[config.mk]
export PLATFORM = sky130hd
export DESIGN_NAME = tri_pwm_sequencer
export DESIGN_NICKNAME = d
export VERILOG_FILES = /design/src/rtl/tps_pkg.sv /design/src/rtl/tps_startup_blank.sv /design/src/rtl/tps_nov_fsm.sv /design/src/rtl/tri_pwm_sequencer.sv
export SDC_FILE = /design/constraint.sdc
export NUM_CORES = 1
export LEC_CHECK = 0
export ABC_AREA = 1
export ABC_CLOCK_PERIOD_IN_PS = 2050
export CELL_PAD_IN_SITES_DETAIL_PLACEMENT = 0
export CELL_PAD_IN_SITES_GLOBAL_PLACEMENT = 1
export CORE_MARGIN = 8
export CORE_UTILIZATION = 30
export DETAILED_ROUTE_END_ITERATION = 8
export MAX_ROUTING_LAYER = met4
export PLACE_DENSITY = 0.62
export SKIP_CTS_REPAIR_TIMING = 1
export SYNTH_ARGS = -nofsm -noshare
export SYNTH_HDL_FRONTEND = slang
export SYNTH_HIERARCHICAL = 1
export SYNTH_SLANG_ARGS = --single-unit
[constraint.sdc]
create_clock -name clk -period 2.05 [get_ports clk]
set_input_delay 0.5125 -clock clk [delete_from_list [all_inputs] [get_ports clk]]
set_output_delay 0.5125 -clock clk [all_outputs]
set_load 0.005 [all_outputs]
[src/rtl/tps_pkg.sv]
package tps_pkg;
  localparam logic [1:0] LVL_LOW  = 2'b00;
  localparam logic [1:0] LVL_MID  = 2'b01;
  localparam logic [1:0] LVL_HIGH = 2'b10;

  typedef enum logic [2:0] {
    S_OFF,
    S_LS_ON,
    S_LS_TOFF,
    S_WAIT_HS,
    S_HS_ON,
    S_HS_TOFF,
    S_WAIT_LS,
    S_MID
  } seq_state_e;
endpackage

[src/rtl/tps_startup_blank.sv]
module tps_startup_blank #(
  parameter int STARTUP_DLY = 1000
) (
  input  logic clk,
  input  logic rst_n,
  input  logic arm,
  output logic done
);
  localparam int CW = $clog2(STARTUP_DLY + 1);
  localparam logic [CW-1:0] LIMIT = CW'(STARTUP_DLY);

  logic [CW-1:0] cnt;

  always_ff @(posedge clk) begin
    if (!rst_n || !arm) cnt <= '0;
    else if (cnt != LIMIT) cnt <= cnt + 1'b1;
  end

  assign done = arm && (cnt == LIMIT);
endmodule

[src/rtl/tps_nov_fsm.sv]
module tps_nov_fsm
  import tps_pkg::*;
#(
  parameter int TPD_OFF = 2,
  parameter int NOV_DLY = 3
) (
  input  logic       clk,
  input  logic       rst_n,
  input  logic       ready,
  input  logic [1:0] pwm_lvl,
  input  logic       ls_fb,
  input  logic       hs_fb,
  output logic       hs_on,
  output logic       ls_on
);
  localparam int MAXD = (TPD_OFF > NOV_DLY) ? TPD_OFF : NOV_DLY;
  localparam int CW   = $clog2(MAXD + 1);
  localparam logic [CW-1:0] TPD_LAST = CW'(TPD_OFF - 1);
  localparam logic [CW-1:0] NOV_LAST = CW'(NOV_DLY - 1);

  seq_state_e st, st_n;
  logic [CW-1:0] cnt, cnt_n;
  logic p_hi, p_lo, p_mid;

  assign p_hi  = (pwm_lvl == LVL_HIGH);
  assign p_lo  = (pwm_lvl == LVL_LOW);
  assign p_mid = !p_hi && !p_lo;

  always_comb begin
    st_n  = st;
    cnt_n = cnt;
    if (!ready) begin
      st_n  = S_OFF;
      cnt_n = '0;
    end else begin
      unique case (st)
        S_OFF: begin
          if (p_hi)      begin st_n = S_WAIT_HS; cnt_n = '0; end
          else if (p_lo) begin st_n = S_WAIT_LS; cnt_n = '0; end
        end
        S_LS_ON: begin
          if (p_hi)       begin st_n = S_LS_TOFF; cnt_n = '0; end
          else if (p_mid) begin st_n = S_MID;     cnt_n = '0; end
        end
        S_HS_ON: begin
          if (p_lo)       begin st_n = S_HS_TOFF; cnt_n = '0; end
          else if (p_mid) begin st_n = S_MID;     cnt_n = '0; end
        end
        S_LS_TOFF: begin
          if (p_lo)                 begin st_n = S_LS_ON;   cnt_n = '0; end
          else if (p_mid)           begin st_n = S_MID;     cnt_n = '0; end
          else if (cnt == TPD_LAST) begin st_n = S_WAIT_HS; cnt_n = '0; end
          else cnt_n = cnt + 1'b1;
        end
        S_HS_TOFF: begin
          if (p_hi)                 begin st_n = S_HS_ON;   cnt_n = '0; end
          else if (p_mid)           begin st_n = S_MID;     cnt_n = '0; end
          else if (cnt == TPD_LAST) begin st_n = S_WAIT_LS; cnt_n = '0; end
          else cnt_n = cnt + 1'b1;
        end
        S_WAIT_HS: begin
          if (p_lo)                 begin st_n = S_WAIT_LS; cnt_n = '0; end
          else if (p_mid)           begin st_n = S_MID;     cnt_n = '0; end
          else if (!ls_fb)          cnt_n = '0;
          else if (cnt == NOV_LAST) begin st_n = S_HS_ON;   cnt_n = '0; end
          else cnt_n = cnt + 1'b1;
        end
        S_WAIT_LS: begin
          if (p_hi)                 begin st_n = S_WAIT_HS; cnt_n = '0; end
          else if (p_mid)           begin st_n = S_MID;     cnt_n = '0; end
          else if (!hs_fb)          cnt_n = '0;
          else if (cnt == NOV_LAST) begin st_n = S_LS_ON;   cnt_n = '0; end
          else cnt_n = cnt + 1'b1;
        end
        S_MID: begin
          if (cnt == NOV_LAST) begin
            cnt_n = '0;
            if (p_hi)      st_n = S_WAIT_HS;
            else if (p_lo) st_n = S_WAIT_LS;
            else           st_n = S_OFF;
          end else cnt_n = cnt + 1'b1;
        end
        default: begin st_n = S_OFF; cnt_n = '0; end
      endcase
    end
  end

  always_ff @(posedge clk) begin
    if (!rst_n) begin
      st  <= S_OFF;
      cnt <= '0;
    end else begin
      st  <= st_n;
      cnt <= cnt_n;
    end
  end

  assign hs_on = ready && ((st == S_HS_ON) || (st == S_HS_TOFF));
  assign ls_on = ready && ((st == S_LS_ON) || (st == S_LS_TOFF));
endmodule

[src/rtl/tri_pwm_sequencer.sv]
module tri_pwm_sequencer
  import tps_pkg::*;
#(
  parameter int TPD_OFF     = 2,
  parameter int NOV_DLY     = 3,
  parameter int STARTUP_DLY = 50000
) (
  input  logic       clk,
  input  logic       rst_n,
  input  logic [1:0] en_lvl,
  input  logic [1:0] pwm_lvl,
  input  logic       supply_ok,
  input  logic       ls_gate_low,
  input  logic       hs_gate_low,
  output logic       hs_on,
  output logic       ls_on
);
  logic en_hi, blank_arm, blank_done, ready;

  assign en_hi     = (en_lvl == LVL_HIGH);
  assign blank_arm = en_hi && supply_ok;
  assign ready     = blank_arm && blank_done;

  tps_startup_blank #(.STARTUP_DLY(STARTUP_DLY)) u_blank (
    .clk  (clk),
    .rst_n(rst_n),
    .arm  (blank_arm),
    .done (blank_done)
  );

  tps_nov_fsm #(.TPD_OFF(TPD_OFF), .NOV_DLY(NOV_DLY)) u_fsm (
    .clk    (clk),
    .rst_n  (rst_n),
    .ready  (ready),
    .pwm_lvl(pwm_lvl),
    .ls_fb  (ls_gate_low),
    .hs_fb  (hs_gate_low),
    .hs_on  (hs_on),
    .ls_on  (ls_on)
  );
endmodule

# Yosys cells after proc, flatten, opt, wreduce, memory -nomap -nowiden
# Cells that the tools add are included.
dict set report totals {
  reg_bits 21
  output_inout_bits 2
  word_cells 83
  in_bits 9
}
dict set report classes {
  n_reduce_logical 17
  mux 40
  eq_ne 21
  n_addsub 2
}
# operator count
set ops {}
lappend ops {{two-way mux 3 bit} 22}
lappend ops {{two-way mux 2 bit} 16}
lappend ops {{one-hot mux 3 bit (8 select lines)} 1}
lappend ops {{adder 16 x 1 -> 16 bit (second input constant)} 1}
lappend ops {{== test 16 bit (second input constant)} 1}
lappend ops {{!= test 16 bit (second input constant)} 1}
lappend ops {{!= test 4 x 1 -> 1 bit (second input constant)} 4}
lappend ops {{one-hot mux 2 bit (8 select lines)} 1}
lappend ops {{== test 3 bit (second input constant)} 4}
lappend ops {{!= test 4 x 2 -> 1 bit (second input constant)} 2}
lappend ops {{AND reduction 8 bit} 1}
lappend ops {{== test 2 bit (second input constant)} 3}
lappend ops {{== test 3 x 2 -> 1 bit (second input constant)} 2}
lappend ops {{logical AND 1 bit} 6}
lappend ops {{zero test 1 bit} 4}
lappend ops {{== test 3 x 1 -> 1 bit (second input constant)} 1}
lappend ops {{zero test 3 bit} 1}
lappend ops {{logical OR 1 bit} 3}
lappend ops {{!= test 3 x 1 -> 1 bit (second input constant)} 1}
lappend ops {{adder 2 x 1 -> 2 bit (second input constant)} 1}
lappend ops {{== test 2 x 1 -> 1 bit (second input constant)} 1}
lappend ops {{zero test 2 bit} 1}
lappend ops {{!= test 2 x 1 -> 1 bit (second input constant)} 1}
lappend ops {{AND reduction 2 bit} 1}

# Depth between registers and ports, before layout
# Gate-level depths: netlist of the first run.
dict set report logic_depth {
  word_depth 6
  mapped_depth 12
  depth_no_buf 12
}

# By module
# Netlist of the first run, hierarchy kept.
# mod seq_area_each_um2 cells_each instances area_per_inst_um2
set modules_own_cells {}
lappend modules_own_cells {tps_startup_blank 320.3 158 1 991.0}
lappend modules_own_cells {tps_nov_fsm 100.1 125 1 635.6}
lappend modules_own_cells {tri_pwm_sequencer 0.0 5 1 27.5}

# Worst setup path after synthesis of the first run
# OpenSTA, ideal clock, no wires.
dict set report synth_path {
  path_type {register to output}
  startpoint {reg u_blank.cnt[0]}
  endpoint {out hs_on}
  setup_slack_ns 0.294
  path_buffers 0
  t_arrival_ns 1.244
  required_time_ns 1.537
  stages_incl_launch_ff 11
  path_cell_list {dfxtp_1 > inv_1 > ha_1 > nand3_1 > nor2_1 > nand2_1 > nor2_1 > inv_1 > nor2_2 > inv_1 > nor3_1}
}
dict set report synth_between {
  elab_chain_len 4
}
# item line_no
set synth_rtl {}
lappend synth_rtl {{from (decl)} tps_startup_blank.sv:12} ;# logic [CW-1:0] cnt;
lappend synth_rtl {{from (signal assigned)} tps_startup_blank.sv:16} ;# else if (cnt != LIMIT) cnt <= cnt + 1'b1;
lappend synth_rtl {{== test 16 bit} tps_startup_blank.sv:19} ;# assign done = arm && (cnt == LIMIT);
lappend synth_rtl {{logical AND 1 bit} tps_startup_blank.sv:19}
lappend synth_rtl {{net blank_done} tri_pwm_sequencer.sv:18} ;# logic en_hi, blank_arm, blank_done, ready;
lappend synth_rtl {{logical AND 1 bit} tri_pwm_sequencer.sv:22} ;# assign ready = blank_arm && blank_done;
lappend synth_rtl {{net ready} tri_pwm_sequencer.sv:18}
lappend synth_rtl {{logical AND 1 bit} tps_nov_fsm.sv:98} ;# assign hs_on = ready && ((st == S_HS_ON) || (st == S_HS_TOFF));
lappend synth_rtl {{to (decl)} tri_pwm_sequencer.sv:15} ;# output logic hs_on,
# The timed path passes the listed nets, and every way through them passes these cells.

# Worst setup path after layout of the first run
dict set report layout_path {
  startpoint {reg u_blank.cnt[1]}
  endpoint {out hs_on}
}
# Same word-level chain as after synthesis.

==> results by group, run 1 <==
Setup path
  • Cell breakdown of the critical path: inv_2 > ha_4 > nand3_2 > nor2_4 > nand2_2 > nor2_1 > inv_1 > nor2_2 > inv_2 > nor3_2 > buf_2
  • Required time worst endpoint: 1.54 ns
  • Startpoint of the worst register-to-register path: u_blank/cnt[1]$_SDFFE_PP0P_
  • Category of cells accounting for the largest share of critical-path delay: simple AND/OR/NAND/NOR gates
  • Stage delay of the slowest cell on the critical path: 0.33 ns
  • WP buf/inv: 4
  • Setup crit end kind: primary output
  • Worst r2r dst: u_fsm/st[2]$_SDFFE_PN0P_
  • Critical-path maximum fanout: 2
  • Setup Crit Path Kind: reg2out
  • Nature of the critical path startpoint: flip-flop
  • Most frequent cell on the critical path: inv_2
  • Critical path arrival: 1.61 ns
  • Number of cells on the worst reg-to-reg path: 12
  • Cell with the largest stage delay on the worst path: dfxtp_2
  • Register-to-register path setup slack: 0.56 ns

Status
  • Outcome: finished, violations left
  • Failing checks: setup timing

Timing
  • Normalized max-slew margin: 79.2%
  • Setup-failing EPs final: 2
  • Slew of the pin with the lowest slew margin: 0.311 ns
  • Unrepaired setup endpoints after global routing: true
  • Final hold vios: 0
  • Post-layout min period: 2.13 ns
  • Final critical-path setup slack: -0.0772 ns
  • Worst-case clock skew: 0.00549 ns
  • Top achievable clock speed: 470 MHz
  • Final number of max-transition violations: 0
  • Final worst hold slack: 0.537 ns
  • Ratio of final minimum period to clock period: 104%

Floorplanning
  • Overall die height: 90.3 um
  • Placeable Area: 5410 um^2
  • # IOs: 11
  • Standard-cell rows: 27
  • Initial cell density of the core: 30.6%
  • Die area: 8150 um^2
  • Width of the die: 90.3 um

Finish
  • Proportion of layout cells with a drive suffix above 1: 24.0%
  • Most common library cell in the layout ignoring fill and taps: nand2_1
  • Post-route standard cell area excluding fillers: 2170 um^2
  • Share of the core filled with cells in the final layout: 40.2%
  • Area Overhead vs Synth: 31.2%
  • Leading cell types in the layout, fill and taps excluded: nand2_1 (85), nor2_1 (53), buf_4 (35)
  • Antenna diode count: 0
  • FILL cells: 605
  • Final-stage net count: 345

CTS
  • TritonCTS clock tree: done
  • Clock latency at the later pin of the worst-skew pair: 0.26 ns
  • Cts bufs inserted: 3
  • Bufs on Longest Clock Path: 2
  • Clock Sink Count: 21
  • Root Driver: clkbuf_8
  • CTS H-Tree Depth: 1
  • Clock transition at the registers of the reported paths: 0.08 ns

Detailed routing
  • DRC marker count from the first detailed-route iteration: 88
  • Routed len/inst: 10.4 um
  • Antenna Violating Nets Remaining: 0
  • Via density: 4.38
  • Total Routed Length: 4.20 mm
  • Total DRC errors in the routed layout: 0
  • Pre-antenna DRT Iters: 4
  • Via count: 1,773

Synth
  • Number of synthesized register bits: 21
  • Syn nets: 299
  • Share of synthesized area occupied by flip-flops and latches: 25.4%
  • Dominant cell type by area after synthesis: dfxtp_1
  • Post-synthesis instance total: 288
  • Mapped Area: 1650 um^2
  • Mean cell area of the mapped netlist: 5.74 um^2
  • Synth cell types: 27
  • Yosys top cell area share: 25.4%
  • Top area cells in the synthesized netlist: dfxtp_1 (25%), nand2_1 (20%), nor2_1 (13%), nand3_1 (8.8%), inv_1 (8.4%)
  • Count of yosys warnings during synthesis: 6

Placed design
  • Global placer's final weighted congestion: 0.871
  • Area after DPL: 2060 um^2
  • Count of input and output buffers: 10
  • Post-detailed-placement half-perimeter wirelength: 3.38 mm

Min path
  • Tightest Hold Check Type: reg2reg
  • Endpoint, Worst Hold: u_blank/cnt[9]$_SDFFE_PP0P_
  • Count of cells along the worst hold path: 3
  • Start point of the worst hold path: u_blank/cnt[9]$_SDFFE_PP0P_

GRT
  • Global-route wire length before repair: 7.52 mm
  • Vias in the first global route: 1,744
  • Pin count of the biggest net entering global routing: 12
  • Global-route total usage across every layer: 11.2%
  • Number of antenna violations at the first check in global routing: 0
  • Overflow left after global routing: 0

Power and ir drop
  • Maximum ir drop on the vdd rail: 0.251 mV
  • Leakage power total: 1.06 nW
  • Pwr Density: 344 nW/um^2

Job
  • Max cap viols: 0
[report_power, final]
part	total [mW]	switching (mW)	internal [mW]	leakage [nW]
clock network	0.273	0.135	0.139	0.0228
logic	0.0646	0.0339	0.0307	0.870
registers	0.408	0.000405	0.408	0.171
[layout make-up]
class / instances / area [um^2] / area share (%)
Sequential cell: 21 / 424 / 19.5
Timing Repair Buffer: 45 / 360 / 16.6
Multi-Input combinational cell: 221 / 1090 / 50.1
Tap cell: 72 / 90.1 / 4.15
Clock buffer: 4 / 45.0 / 2.07
Inverter: 42 / 163 / 7.49
[stage by stage]
step	std cells	total power, mW	worst slack (ns)	TNS, ns
floorplan	288	0.447	0.294	0
global placement	399	0.483	-0.572	-1.13
detailed placement	399	0.482	-0.599	-1.22
CTS	403	0.769	-0.601	-1.17
global route	405	0.787	-0.211	-0.367
finish	405	0.746	-0.0772	-0.100
[cell usage after synthesis]
cell type  instances
o21ai_0            6
o21a_1             1
buf_2              2
nor2_8             1
inv_2              3
o21ai_1            1
nand2_2            4
inv_1             37
nor2_1            57
inv_4              2
nand3b_1           2
nand2_8            1
nor3_1             2
nor2_4             1
a21oi_1           14
nand3_4            1
nand3_1           29
xor2_1             2
and2_1             1
nor2_2             5
ha_1               2
clkbuf_8           1
nand4_1            1
buf_4              1
nand3_2            4
dfxtp_1           21
nand2_1           86
[state kept, by name, summed over array words and instances (netlist names)]
signal,cells
u_blank/cnt,16
u_fsm/st,3
u_fsm/cnt,2
[tightest hold or removal path, stage by stage (launching register included)]
cell and delay (ns):
dfxtp_2 0.33, inv_1 0.06, nor2_1 0.04, nor2_1 0.08
[per-layer routing]
metal / track usage [%] / wire length, um / vias up
li1: - / - / 980
met1: 15.0 / 2370 / 769
met2: 16.4 / 1660 / 20
met3: 2.83 / 141 / 4
met4: 2.64 / 29 / 0
met5: - / 0 / -
[kinds of logic after synthesis]
group           after synthesis  synth area share (%)
buf+inv                      46                  11.7
simple gates                195                  53.5
compound gates               22                  6.81
flops                        21                  25.4
xor+xnor                      2                  1.06
fa+ha+maj                     2                  1.51
[worst max path at each step]
stage,from,endpoint,slack [ns],cells past startpoint
floorplan,u_blank/cnt[0]$_SDFFE_PP0P_,hs_on,0.29,10
global placement,supply_ok,hs_on,-0.57,10
detailed placement,supply_ok,hs_on,-0.60,10
CTS,en_lvl[1],hs_on,-0.60,10
global route,u_blank/cnt[1]$_SDFFE_PP0P_,hs_on,-0.21,11
finish,u_blank/cnt[1]$_SDFFE_PP0P_,hs_on,-0.08,11
Power figures use the tool's default switching activity.
==> inputs of run 2 (changes only) <==
- ABC_CLOCK_PERIOD_IN_PS: 2050 -> 2250
- clock period: 2.05 -> 2.25 ns (I/O delays scaled with it)
==> run 2 against run 1 <==
Sequential share of layout area grew 0.75 points; clock power shrank 7%; non-clock buffer count shrank 7; the flow now finishes without violations; via count shrank 1.6%; first-iteration DRC count shrank 39%; clock-buffer cell count is the same; sequential cell count is the same; critical path type unchanged; cell count shrank 1.7%.
==> results by group, run 2 (synthesis results as in run 1) <==
Status
  • Outcome: finished, final reports clean

Timing
  • Final hold vios: 0
  • Final number of max-transition violations: 0
  • Worst-case clock skew: 0.00343 ns
  • Unrepaired setup endpoints after global routing: true
  • Ratio of final minimum period to clock period: 96.1%
  • Top achievable clock speed: 462 MHz
  • Setup-failing EPs final: 0
  • Normalized max-slew margin: 74.1%
  • Final worst hold slack: 0.483 ns
  • Slew of the pin with the lowest slew margin: 0.388 ns
  • Post-layout min period: 2.16 ns

Floorplanning
  • Overall die height: 90.3 um
  • Standard-cell rows: 27
  • Initial cell density of the core: 30.6%
  • Width of the die: 90.3 um
  • # IOs: 11
  • Placeable Area: 5410 um^2
  • Die area: 8150 um^2

Finish
  • Register with the most flip-flops: u_blank/cnt
  • Most common library cell in the layout ignoring fill and taps: nand2_1
  • FILL cells: 614
  • Leading cell types in the layout, fill and taps excluded: nand2_1 (85), nor2_1 (56), inv_1 (33)
  • Proportion of layout cells with a drive suffix above 1: 21.5%
  • Final-stage net count: 338
  • Biggest regs: u_blank/cnt (16), u_fsm/st (3), u_fsm/cnt (2)
  • Antenna diode count: 0
  • Number of flip-flops in the largest register: 16
  • Area Overhead vs Synth: 27.2%

CTS
  • Root Driver: clkbuf_8
  • CTS H-Tree Depth: 1
  • Bufs on Longest Clock Path: 2
  • Clock Sink Count: 21
  • Cts bufs inserted: 3
  • Clock transition at the registers of the reported paths: 0.08 ns
  • TritonCTS clock tree: done
  • Clock latency at the later pin of the worst-skew pair: 0.26 ns

Setup path
  • Setup Crit Path Kind: reg2out
  • Required time worst endpoint: 1.69 ns
  • Worst r2r dst: u_fsm/st[0]$_SDFFE_PN0P_
  • Setup crit end kind: primary output
  • Nature of the critical path startpoint: flip-flop
  • Destination of the critical timing path: hs_on
  • Critical path arrival: 1.60 ns
  • Startpoint of the worst register-to-register path: u_fsm/st[0]$_SDFFE_PN0P_
  • Register-to-register path setup slack: 0.78 ns
  • Worst setup path startpoint: u_blank/cnt[7]$_SDFFE_PP0P_
  • Critical-path maximum fanout: 2
  • Number of cells on the worst reg-to-reg path: 9

Power and ir drop
  • Maximum ir drop on the vdd rail: 0.253 mV
  • Post-layout power: 682 uW
  • Leakage power total: 1.03 nW
  • Pwr Density: 324 nW/um^2

Detailed routing
  • Routed len/inst: 10.7 um
  • Total DRC errors in the routed layout: 0
  • Antenna Violating Nets Remaining: 0
  • Via count: 1,744
  • Via density: 4.38
  • Pre-antenna DRT Iters: 4
  • Total Routed Length: 4.27 mm
  • DRC marker count from the first detailed-route iteration: 54

Placed design
  • Count of input and output buffers: 10
  • Global placer's final weighted congestion: 0.854
  • Post-detailed-placement half-perimeter wirelength: 3.44 mm

GRT
  • Vias in the first global route: 1,614
  • Overflow left after global routing: 0
  • Global-route wire length before repair: 7.31 mm
  • Pin count of the biggest net entering global routing: 12
  • Number of antenna violations at the first check in global routing: 0
  • Global-route total usage across every layer: 10.9%

Job
  • Max cap viols: 0

Min path
  • Tightest Hold Check Type: reg2reg
==> run 2: worst min-delay path by stage <==
stage,startpoint,endpoint,slack [ns],cells past startpoint
after CTS,u_blank/cnt[8]$_SDFFE_PP0P_,u_blank/cnt[8]$_SDFFE_PP0P_,0.50,2
after detailed placement,u_blank/cnt[8]$_SDFFE_PP0P_,u_blank/cnt[8]$_SDFFE_PP0P_,0.49,2
after global placement,u_blank/cnt[8]$_SDFFE_PP0P_,u_blank/cnt[8]$_SDFFE_PP0P_,0.48,2
final,u_blank/cnt[8]$_SDFFE_PP0P_,u_blank/cnt[8]$_SDFFE_PP0P_,0.48,2
after floorplan,u_blank/cnt[8]$_SDFFE_PP0P_,u_blank/cnt[8]$_SDFFE_PP0P_,0.46,2
after global routing,u_blank/cnt[8]$_SDFFE_PP0P_,u_blank/cnt[8]$_SDFFE_PP0P_,0.51,2
==> run 2: layer usage <==
layer / up-vias / GRT usage (%) / share of wire, %
li1: 968 / - / -
met1: 761 / 15.1 / 57
met2: 13 / 15.8 / 40
met3: 2 / 2.49 / 2.4
met4: 0 / 1.66 / 0.33
met5: - / - / 0
==> run 2: cell type report <==
| class | instances | area, um^2 | share of cell area [%] |
|---|---|---|---|
| inverters | 42 | 163 | 7.73 |
| multi-input cells | 221 | 1070 | 50.9 |
| clock buffers | 4 | 45.0 | 2.14 |
| flip-flops and latches | 21 | 427 | 20.3 |
| well taps | 72 | 90.1 | 4.28 |
| repair buffers | 38 | 308 | 14.6 |
==> run 2: worst max-delay path, cell delays in order, from the launching register on <==
cell	delay (ns)
dfxtp_1	0.31
nor2_1	0.12
nand3_1	0.12
nor2_2	0.14
nand2_2	0.07
nor2_1	0.10
inv_1	0.05
nor2_2	0.10
inv_2	0.06
nor3_2	0.13
buf_2	0.13
==> run 2: where the power goes <==
part	internal [mW]	leakage, nW	switching (mW)
registers	0.372	0.172	0.000416
clock network	0.126	0.0228	0.128
logic	0.0252	0.832	0.0307
==> run 2: per-stage QoR <==
stage	setup slack (ns)	utilization (%)	cells	area (um^2)	TNS, ns
after global routing	-0.0890	38.9	398	2100	-0.104
after detailed placement	-0.501	37.4	394	2020	-0.975
after CTS	-0.504	38.3	398	2070	-0.983
after global placement	-0.471	37.4	394	2020	-0.924
after floorplan	0.444	-	288	1650	0
final	0.0871	38.9	398	2100	0
